`src/rtl/pdr_pkg.sv`:
```
package pdr_pkg;
    localparam int DW    = 16;
    localparam int AW    = 32;
    localparam int LANES = DW / 8;
    localparam logic [AW-1:0] BASE_ADDR = 32'hFFFF_FC84;
    localparam logic [DW-1:0] IMPL_MASK = 16'h3FF7;

    // lane_en[1] selects bits 15..8, lane_en[0] selects bits 7..0
    typedef struct packed {
        logic             hit;
        logic [LANES-1:0] lane_en;
    } dec_t;

    function automatic dec_t decode(input logic [AW-1:0] a, input logic hw);
        dec_t d;
        logic at_base, at_next;
        at_base = (a == BASE_ADDR);
        at_next = (a == AW'(BASE_ADDR + 1));
        d.lane_en[1] = at_base;
        d.lane_en[0] = (hw && at_base) || (!hw && at_next);
        d.hit        = |d.lane_en;
        return d;
    endfunction

    function automatic logic [DW-1:0] lane_mask(input logic [LANES-1:0] en);
        logic [DW-1:0] m;
        for (int i = 0; i < LANES; i++) m[i*8 +: 8] = {8{en[i]}};
        return m;
    endfunction
endpackage

```
`src/rtl/pdr_sync.sv`:
```
module pdr_sync #(
    parameter int WIDTH = 16
) (
    input  logic             clk,
    input  logic             rst,
    input  logic [WIDTH-1:0] async_in,
    output logic [WIDTH-1:0] sync_out
);
    for (genvar i = 0; i < WIDTH; i++) begin : g_bit
        logic s1, s2;
        always_ff @(posedge clk) begin
            if (rst) begin
                s1 <= 1'b0;
                s2 <= 1'b0;
            end else begin
                s1 <= async_in[i];
                s2 <= s1;
            end
        end
        assign sync_out[i] = s2;
    end
endmodule

```
`src/rtl/pdr_store.sv`:
```
module pdr_store
    import pdr_pkg::*;
(
    input  logic             clk,
    input  logic             por_rst,
    input  logic             wr,
    input  logic [LANES-1:0] lane_en,
    input  logic [DW-1:0]    wdata,
    output logic [DW-1:0]    q
);
    for (genvar l = 0; l < LANES; l++) begin : g_lane
        always_ff @(posedge clk) begin
            if (por_rst)
                q[l*8 +: 8] <= '0;
            else if (wr && lane_en[l])
                q[l*8 +: 8] <= wdata[l*8 +: 8] & IMPL_MASK[l*8 +: 8];
        end

        // a lane that is not addressed keeps its value
        assert_lane_hold_R8: assert property (@(posedge clk) disable iff (por_rst)
            !(wr && lane_en[l]) |=> $stable(q[l*8 +: 8]));
    end

    // the contents change only on an accepted write (manual reset included)
    assert_hold_R7: assert property (@(posedge clk) disable iff (por_rst)
        !(wr && (|lane_en)) |=> $stable(q));
endmodule

```
`src/rtl/pdr_readback.sv`:
```
module pdr_readback
    import pdr_pkg::*;
(
    input  logic             clk,
    input  logic             por_rst,
    input  logic             man_rst,
    input  logic             req,
    input  logic             rd,
    input  dec_t             dec,
    input  logic [DW-1:0]    dir,
    input  logic [DW-1:0]    stored,
    input  logic [DW-1:0]    pin_sync,
    output logic [DW-1:0]    rdata,
    output logic             ready
);
    logic [DW-1:0] sel, rd_next;

    always_comb begin
        sel     = ((dir & stored) | (~dir & pin_sync)) & IMPL_MASK;
        rd_next = (rd && dec.hit) ? (sel & lane_mask(dec.lane_en)) : '0;
    end

    always_ff @(posedge clk) begin
        if (por_rst || man_rst) begin
            ready <= 1'b0;
            rdata <= '0;
        end else begin
            ready <= req;
            rdata <= req ? rd_next : '0;
        end
    end

    assert_ready_follows_R9: assert property (@(posedge clk) disable iff (por_rst || man_rst)
        req |=> ready);
    assert_ready_single_R9: assert property (@(posedge clk) disable iff (por_rst || man_rst)
        !req |=> !ready);
    assert_cancel_R10: assert property (@(posedge clk) disable iff (por_rst)
        man_rst |=> !ready);
    assert_rsvd_read_R2: assert property (@(posedge clk) disable iff (por_rst)
        ready |-> ((rdata & ~IMPL_MASK) == '0));
endmodule

```
`src/rtl/pdr_port.sv`:
```
module pdr_port
    import pdr_pkg::*;
(
    input  logic          clk,
    input  logic          por_rst,
    input  logic          man_rst,
    input  logic          req,
    input  logic          we,
    input  logic [31:0]   addr,
    input  logic          size_hw,
    input  logic [15:0]   wdata,
    input  logic [15:0]   dir,
    input  logic [15:0]   pin_in,
    output logic [15:0]   pin_out,
    output logic [15:0]   pin_oe,
    output logic [15:0]   rdata,
    output logic          ready
);
    dec_t          dec;
    logic [DW-1:0] stored, pin_sync;

    assign dec = decode(addr, size_hw);

    pdr_sync #(.WIDTH(DW)) u_sync (
        .clk(clk), .rst(por_rst), .async_in(pin_in), .sync_out(pin_sync)
    );

    pdr_store u_store (
        .clk(clk), .por_rst(por_rst), .wr(req && we), .lane_en(dec.lane_en),
        .wdata(wdata), .q(stored)
    );

    pdr_readback u_rb (
        .clk(clk), .por_rst(por_rst), .man_rst(man_rst), .req(req), .rd(!we),
        .dec(dec), .dir(dir), .stored(stored), .pin_sync(pin_sync),
        .rdata(rdata), .ready(ready)
    );

    assign pin_oe  = dir & IMPL_MASK;
    assign pin_out = stored & dir & IMPL_MASK;

    // a pin that is not enabled is never driven high
    assert_undriven_R6: assert property (@(posedge clk) disable iff (por_rst)
        ((pin_out & ~pin_oe) == '0));
    // power-on reset leaves nothing driven
    assert_por_idle_R7: assert property (@(posedge clk) disable iff (1'b0)
        por_rst |=> (pin_out == '0) && !ready);
endmodule

```
`config.mk`:
```
export PLATFORM = sky130hd
export DESIGN_NAME = pdr_port
export DESIGN_NICKNAME = d
export VERILOG_FILES = /design/src/rtl/pdr_pkg.sv /design/src/rtl/pdr_sync.sv /design/src/rtl/pdr_store.sv /design/src/rtl/pdr_readback.sv /design/src/rtl/pdr_port.sv
export SDC_FILE = /design/constraint.sdc
export NUM_CORES = 1
export LEC_CHECK = 0
export ABC_CLOCK_PERIOD_IN_PS = 2580
export CAP_MARGIN = 20
export CORE_MARGIN = 2
export CORE_UTILIZATION = 37
export CTS_BUF_LIST = sky130_fd_sc_hd__clkbuf_8
export CTS_CLUSTER_DIAMETER = 200
export DETAILED_ROUTE_END_ITERATION = 6
export HOLD_SLACK_MARGIN = 0.05
export MAX_ROUTING_LAYER = met4
export PLACE_DENSITY_LB_ADDON = 0.1
export SYNTH_ARGS = -nofsm -noshare
export SYNTH_HDL_FRONTEND = slang
export SYNTH_SLANG_ARGS = --single-unit
```
`constraint.sdc`:
```
create_clock -name clk -period 2.58 [get_ports clk]
set_input_delay 0.645 -clock clk [delete_from_list [all_inputs] [get_ports clk]]
set_output_delay 0.645 -clock clk [all_outputs]
set_load 0.005 [all_outputs]
```
=== Yosys cells after proc, flatten, opt, wreduce, memory -nomap -nowiden ===
Cells that the tools add are included.

* Output and inout bits: 49
* Logic and storage cells: 53
* Input port bits: 86
* Register bits: 58

* Equality and inequality tests: 2
* Bitwise operators: 7
* Reductions and logical operators: 12

{| class="wikitable"
|+ Operator list
! kind !! number
|-
| == test 32 bit (second input constant) || 2
|-
| AND 14 bit || 2
|-
| AND 14 x 16 -> 16 bit || 1
|-
| NOT 14 bit || 1
|-
| OR 14 bit || 1
|-
| logical AND 1 bit || 6
|-
| OR reduction 3 bit || 1
|-
| zero test 1 bit || 2
|-
| logical OR 1 bit || 2
|-
| NOT 1 bit || 2
|-
| OR reduction 2 bit || 1
|}

=== Depth between registers and ports, before layout ===
Gate-level depths: netlist (run 1).

* Depth in word-level cells: 7
* Gate-level depth with buffers: 4
* Gate-level depth less buffers: 4

=== Hierarchy ===
From an unflattened synthesis (run 1), not the netlist that was laid out.

* Cells, all modules: 244
* Area total of the unflattened synthesis: 2560.0 µm²

{| class="wikitable"
|+ Modules (own cells, without submodules)
! module !! times used !! area an instance (µm²) !! cells an instance
|-
| pdr_sync || 1 || 983.4 || 83
|-
| pdr_readback || 1 || 611.8 || 50
|-
| pdr_store || 1 || 601.8 || 62
|-
| pdr_port || 1 || 362.8 || 49
|}

=== Worst setup path after synthesis (run 1) ===
Ideal clock, no wire load.

* Path kind: input to register
* From: in addr[5]
* To: reg u_store.q[0]
* Path slack: 0.410 ns
* Arrival time: 2.044 ns
* Buffers on the path: 0
* Setup time: 0.126 ns
* Cell stages on the path: 4
* Required time: 2.454 ns
* Cells stage by stage: or4b_2 -> nor4_4 -> nand4_2 -> mux2i_1

* Longest elaborated chain between the ends: 4

{| class="wikitable"
|+ Ends and longest elaborated chain
! element !! RTL line !! text
|-
| start, declared || pdr_port.sv:9 || <nowiki>input logic [31:0] addr,</nowiki>
|-
| == test 32 bit (on tied branches) || pdr_pkg.sv:17, pdr_pkg.sv:18 ||
|-
| logical AND 1 bit || pdr_pkg.sv:20 || <nowiki>d.lane_en[0] = (hw && at_base) || (!hw && at_next);</nowiki>
|-
| logical OR 1 bit (*) || pdr_pkg.sv:20 ||
|-
| logical AND 1 bit (*) || pdr_store.sv:15 || <nowiki>else if (wr && lane_en[l])</nowiki>
|-
| end signal, assigned by index || pdr_store.sv:16 || <nowiki>q[l*8 +: 8] <= wdata[l*8 +: 8] & IMPL_MASK[l*8 +: 8];</nowiki>
|-
| end, declared || pdr_store.sv:9 || <nowiki>output logic [DW-1:0] q</nowiki>
|}

Every way passes the cells marked *; elsewhere a longest branch is shown, timed or not.
A chain may end at the register's enable or synchronous reset.

=== Final worst setup path (run 1) ===
* From: in dir[8]
* To: out pin_out[8]

* Longest elaborated chain between the ends: 1

{| class="wikitable"
|+ Ends and longest elaborated chain
! element !! RTL line !! text
|-
| start, declared || pdr_port.sv:12 || <nowiki>input logic [15:0] dir,</nowiki>
|-
| AND 14 bit || pdr_port.sv:40 || <nowiki>assign pin_out = stored & dir & IMPL_MASK;</nowiki>
|-
| end, declared || pdr_port.sv:14 || <nowiki>output logic [15:0] pin_out,</nowiki>
|}

No other way between the ends.

==> metrics.yaml, run 1 <==
outcome:
  status: "completed"
setup_path:
  r2r-end: "u_rb.rdata[13]"
  crit_top_cell: "clkdlybuf4s50_1"
  crit-reg2reg-launch: "u_store.q[13]"
  r2r_slack_ns: 1.84
  crit_path_max_fanout: 3
  cpLargestDelayFamily: "buffers and inverters"
  criticalPathCategory: "input pin to primary output"
  reg2reg_depth: 3
  crit_buf_inv: 2
  cp_slowest_stage_delay_ns: 0.53
  crit_start: "dir[8]"
  cp_slowest_cell: "clkdlybuf4s50_1"
  crit_path_start_kind: "input pin"
  critPathCaptureType: "primary output"
  cp_data_arrival_time_ns: 1.84
  cp_cell_sequence: "clkdlybuf4s50_1, and2_1, clkdlybuf4s50_1"
  cp.required_ns: 1.93
place:
  gp_congestion: 0.666
  placed_area_mm2: 0.00326
  dp_hpwl_um: 3660
  portBuffers: 116
pwr:
  powerDensity_mw_per_mm2: 446
  switching_share: 0.201
  p_leak_nw: 1.39
  total_power_mw: 1.49
  comb_power_share: 0.133
  clkPwrFrac: 0.303
  switchingPower_mw: 0.300
  p_int_mw: 1.19
  pwr-share-seq: 0.564
  ir_drop_uv: 274
finish:
  drive_gt1_frac: 0.0579
  final_common_cell: "clkdlybuf4s50_1"
  mostFrequentLayoutCells: "clkdlybuf4s50_1 (115), dfxtp_1 (53), nor2b_1 (27), nand2b_1 (26)"
  regArea_mm2: 0.00106
  num-fill-cells: 499
  layout.nets: 414
  multiInputGateArea_um2: 842
  final_core_utilization: 0.607
  n_antenna_cell: 0
  design_area_mm2: 0.00334
  area_growth_pct: 58.8
floorplan:
  die_x_um: 79.4
  start_util: 0.382
  ios: 135
  num_rows: 27
  core_area_mm2: 0.00551
  dieArea_mm2: 0.00631
  die_y_um: 79.4
global_routing:
  grt_pass1_wl_um: 7290
  antenna_found_initial: 0
  grt_overflow: 0
  grt_max_degree: 53
  track_usage: 0.153
  grt_pass1_vias: 1612
drt:
  wl_met2_um: 2230
  vias: 1714
  drtIter0Drc: 44
  drc: 0
  wl_met1_um: 1840
  avgRoutedWirePerCell_um: 11.6
  top_layer: "met4"
  drt_wl_total_um: 4630
  final_antenna_net_count: 0
  drt-vias-per-instance: 4.29
  drtPass1Iterations: 4
  wl_met3_um: 529
synth:
  ys_top_cells_by_area: "dfxtp_1 (50%), nor2b_1 (8.0%), buf_4 (7.8%)"
  synth_cells: 216
  seq_area_frac_synth: 0.504
  synth_top_area_cell: "dfxtp_1"
  avgSynthCellArea_um2: 9.75
  ys_seq_elements: 53
  ys_types: 22
  syn_area_mm2: 0.00211
  synth_edf_count: 0
  synth_flop_cell: "dfxtp_1"
  synth_top_area_frac: 0.504
  async_flop_share: 0
  ys_warn_count: 0
min_path:
  min_path_type: "flop to flop"
  hold_end: "u_sync.g_bit[0].s2"
  holdPathStages: 1
  min_from: "u_sync.g_bit[0].s1"
job:
  maxCapViolations: 0
sta:
  fin_crit_sh: 0.962
  whs_ns: 0.443
  setup_viol: 0
  finalHoldViolations: 0
  skew_ns: 0.00595
  fmax_ghz: 0.403
  rsz0062_at_grt: "false"
  final_max_slew_viol_count: 0
  finalCriticalPeriod_ns: 2.48
clock_tree:
  clock_path_buffers: 2
  htree_levels: 2
  cts_resized: 0
  numCtsBuffers: 5
  clock_latency_ns: 0.29
  cts_root_buffer: "clkbuf_8"
  cts_sinks: 53
  post_cts_buffers: 0
  hold_buffers: 0
  clkTransAtPathRegs_ns: 0.08
  cts_tree: "done"
-- through the flow --
step	setup WS, ns	instances	setup TNS (ns)
2_1_floorplan	0.410	224	0
3_3_place_gp	-0.0298	393	-0.227
3_5_place_dp	-0.0461	393	-0.501
4_1_cts	0.0898	400	0
5_1_grt	0.0629	400	0
6_report	0.0972	400	0
-- state kept, by name (all words and copies together) (netlist names) --
register         flops
u_rb.rdata          13
u_sync.g_bit.s2     13
u_store.q           13
u_rb.ready           1
u_sync.g_bit.s1     13
-- synth_stat cells (2+ instances only) --
| cell type | number |
|---|---|
| nand4b_1 | 2 |
| mux2i_1 | 13 |
| a21oi_1 | 13 |
| nand4_1 | 5 |
| nand2b_1 | 26 |
| dfxtp_1 | 53 |
| nor2b_1 | 27 |
| clkbuf_1 | 5 |
| inv_1 | 13 |
| buf_4 | 22 |
| and2_1 | 14 |
| nor2_1 | 13 |
-- worst max path at each step --
stage,to,slack (ns),depth (start not counted)
3_5_place_dp,u_store.q[6],-0.05,6
6_report,pin_out[8],0.1,3
2_1_floorplan,u_store.q[0],0.41,4
5_1_grt,pin_out[0],0.06,3
3_3_place_gp,u_store.q[13],-0.03,6
4_1_cts,pin_out[8],0.09,3
-- metal layers --
metal / GRT usage / vias up
met2: 0.264 / 78
li1: - / 885
met3: 0.0509 / 2
met1: 0.166 / 749
met5: - / -
met4: 0.0466 / 0
-- area by class of cell --
type / count / area share
inverters: 13 / 0.0146
multi-input cells: 131 / 0.252
clock buffers: 6 / 0.0247
flip-flops and latches: 53 / 0.317
repair buffers: 124 / 0.364
clock inverters: 1 / 0.00112
well taps: 72 / 0.0269
-- logic make-up after synthesis --
kind of cell	synth area share
buf+inv	0.111
xor+xnor	0.00416
compound gates	0.0309
other cells	0.00178
simple gates	0.287
mux	0.0618
flops	0.504
-- power by group through the flow --
stage          clock network [mW]  registers (mW)  logic [mW]
4_1_cts                     0.477           0.841       0.201
3_3_place_gp                    0           0.859       0.198
6_report                    0.452           0.840       0.199
3_5_place_dp                    0           0.860       0.201
2_1_floorplan                   0           0.859      0.0737
5_1_grt                     0.502           0.842       0.216
(Power assumes the default switching activity.)
==> run 2, diff against run 1 <==
--- a/config.mk
+++ b/config.mk
@@ -15,6 +15,7 @@
 export HOLD_SLACK_MARGIN = 0.05
 export MAX_ROUTING_LAYER = met4
 export PLACE_DENSITY_LB_ADDON = 0.1
+export SKIP_CTS_REPAIR_TIMING = 1
 export SYNTH_ARGS = -nofsm -noshare
 export SYNTH_HDL_FRONTEND = slang
 export SYNTH_SLANG_ARGS = --single-unit
==> constraint.sdc (replaced) <==
create_clock -name clk -period 2.58 [get_ports clk]
set_input_delay 0.645 -clock clk [delete_from_list [all_inputs] [get_ports clk]]
set_output_delay 0.645 -clock clk [all_outputs]
set_load 0.1 [all_outputs]
==> run 2 against run 1 <==
Effect of this change:
- fmax grew 7.9%
- core utilization is 3.7 points higher
- clock power is 5.3% lower
- register-to-register slack worse by 0.04 ns
- combinational power grew 81%
- count of clock-buffer cells in the layout down 1
- global-route usage decreased by 0.098 points
==> metrics.yaml, run 2 (same netlist as run 1, synthesis figures left out) <==
pwr:
  switching_share: 0.274  # was 0.201
  clkPwrFrac: 0.262  # was 0.303
  p_int_mw: 1.18  # was 1.19 mW
  p_leak_nw: 1.54  # was 1.39 nW
  comb_power_share: 0.222  # was 0.133
  powerDensity_mw_per_mm2: 459  # was 446 mW/mm2
  pwr-share-seq: 0.516  # was 0.564
  ir_drop_uv: 239  # was 274 uV
  total_power_mw: 1.63  # was 1.49 mW
  switchingPower_mw: 0.447  # was 0.300 mW
sta:
  rsz0062_at_grt: "false"  # unchanged
  finalSetupTns_ns: 0  # unchanged
  setup_viol: 0  # unchanged
  finalHoldViolations: 0  # unchanged
  whs_ns: 0.443  # about the same
  fmax_ghz: 0.435  # was 0.403 GHz
  finalCriticalPeriod_ns: 2.30  # was 2.48 ns
  skew_ns: 0.00716  # was 0.00595 ns
  fin_crit_sh: 0.892  # was 0.962
  final_max_slew_viol_count: 0  # unchanged
finish:
  design_area_mm2: 0.00355  # was 0.00334 mm2
  area_growth_pct: 68.6  # was 58.8%
  final_common_cell: "clkdlybuf4s50_1"  # unchanged
  final_core_utilization: 0.645  # was 0.607
  layout.nets: 413  # was 414
  mostFrequentLayoutCells: "clkdlybuf4s50_1 (75), dfxtp_1 (53), nor2b_1 (27), nand2b_1 (26), buf_12 (26)"  # was clkdlybuf4s50_1 (115), dfxtp_1 (53), nor2b_1 (27), nand2b_1 (26)
  drive_gt1_frac: 0.178  # was 0.0579
  n_antenna_cell: 0  # unchanged
place:
  dp_hpwl_um: 3730  # was 3660 um
  placed_area_mm2: 0.00348  # was 0.00326 mm2
  portBuffers: 116  # unchanged
  gp_congestion: 0.698  # was 0.666
global_routing:
  antenna_found_initial: 0  # unchanged
  use_met3: 0.0577  # was 0.0509
  track_usage: 0.152  # was 0.153
  grt_pass1_vias: 1599  # was 1612
  grt-busiest-layer: "met2"  # unchanged
  use_met1: 0.151  # was 0.166
  grt_overflow: 0  # unchanged
  use_met2: 0.269  # was 0.264
  grt_max_degree: 53  # unchanged
  grt_pass1_wl_um: 7110  # was 7290 um
floorplan:
  dieArea_mm2: 0.00631  # unchanged
  num_rows: 27  # unchanged
  core_area_mm2: 0.00551  # unchanged
  die_y_um: 79.4  # unchanged
  start_util: 0.382  # unchanged
  ios: 135  # unchanged
  die_x_um: 79.4  # unchanged
clock_tree:
  clkTransAtPathRegs_ns: 0.09  # was 0.08 ns
  cts_root_buffer: "clkbuf_8"  # unchanged
  numCtsBuffers: 5  # unchanged
  clock_path_buffers: 2  # unchanged
  htree_levels: 2  # unchanged
  clock_latency_ns: 0.29  # about the same
  cts_tree: "done"  # unchanged
  cts_sinks: 53  # unchanged
setup_path:
  cp.required_ns: 2.76  # was 1.93 ns
  critPathCaptureType: "flop"  # was primary output
  cp_data_arrival_time_ns: 2.49  # was 1.84 ns
  r2r_slack_ns: 1.80  # was 1.84 ns
  reg2reg_depth: 3  # unchanged
  criticalPathCategory: "input pin to flop"  # was input pin to primary output
  crit_path_max_fanout: 6  # was 3
  crit_path_start_kind: "input pin"  # unchanged
outcome:
  status: "completed"  # unchanged
drt:
  drtIter0Drc: 61  # was 44
  avgRoutedWirePerCell_um: 11.9  # was 11.6 um
  vias: 1733  # was 1714
  drtPass1Iterations: 4  # unchanged
  drc: 0  # unchanged
  drt-vias-per-instance: 4.35  # was 4.29
  final_antenna_net_count: 0  # unchanged
  drt_wl_total_um: 4730  # was 4630 um
job:
  maxCapViolations: 0  # unchanged
min_path:
  min_path_type: "flop to flop"  # unchanged
  holdPathStages: 1  # unchanged
-- run 2: worst max-delay path, cell delays in order --
cell and delay [ns]:
clkdlybuf4s50_1 0.40, or4b_2 0.71, nor4_4 0.28, nand4b_2 0.14
buf_4 0.20, mux2i_1 0.12
-- run 2: final cells by class --
type,instances,area [um2]
inverters,13,48.8
flip-flops and latches,53,1060
clock buffers,5,68.8
fillers,473,1960
clock inverters,1,5.00
multi-input cells,131,842
well taps,72,90.1
repair buffers,123,1430
-- run 2: worst paths after layout --
kind	from	end
worst min register to register	u_sync.g_bit[4].s1	u_sync.g_bit[4].s2
worst max-delay path	addr[5]	u_store.q[9]
worst max register to register	u_store.q[9]	u_rb.rdata[9]
worst min-delay path	u_sync.g_bit[4].s1	u_sync.g_bit[4].s2
-- run 2: power by group through the flow --
stage / Sequential [mW] / Combinational [mW] / Clock, mW
floorplan: 0.863 / 0.207 / 0
global placement: 0.860 / 0.361 / 0
detailed placement: 0.860 / 0.363 / 0
CTS: 0.841 / 0.364 / 0.445
global route: 0.843 / 0.377 / 0.480
finish: 0.841 / 0.361 / 0.428
-- run 2: metrics by stage --
stage               cells  worst slack [ns]
floorplan             224             0.410
global placement      392           -0.0245
detailed placement    392           -0.0457
CTS                   398             0.282
global route          398             0.188
finish                398             0.280
-- run 2: metal layers --
| metal | routed length, um | share of wire | vias up |
|---|---|---|---|
| li1 | - | - | 879 |
| met1 | 1820 | 0.39 | 772 |
| met2 | 2350 | 0.50 | 80 |
| met3 | 519 | 0.11 | 2 |
| met4 | 40 | 0.0085 | 0 |
| met5 | 0 | 0 | - |
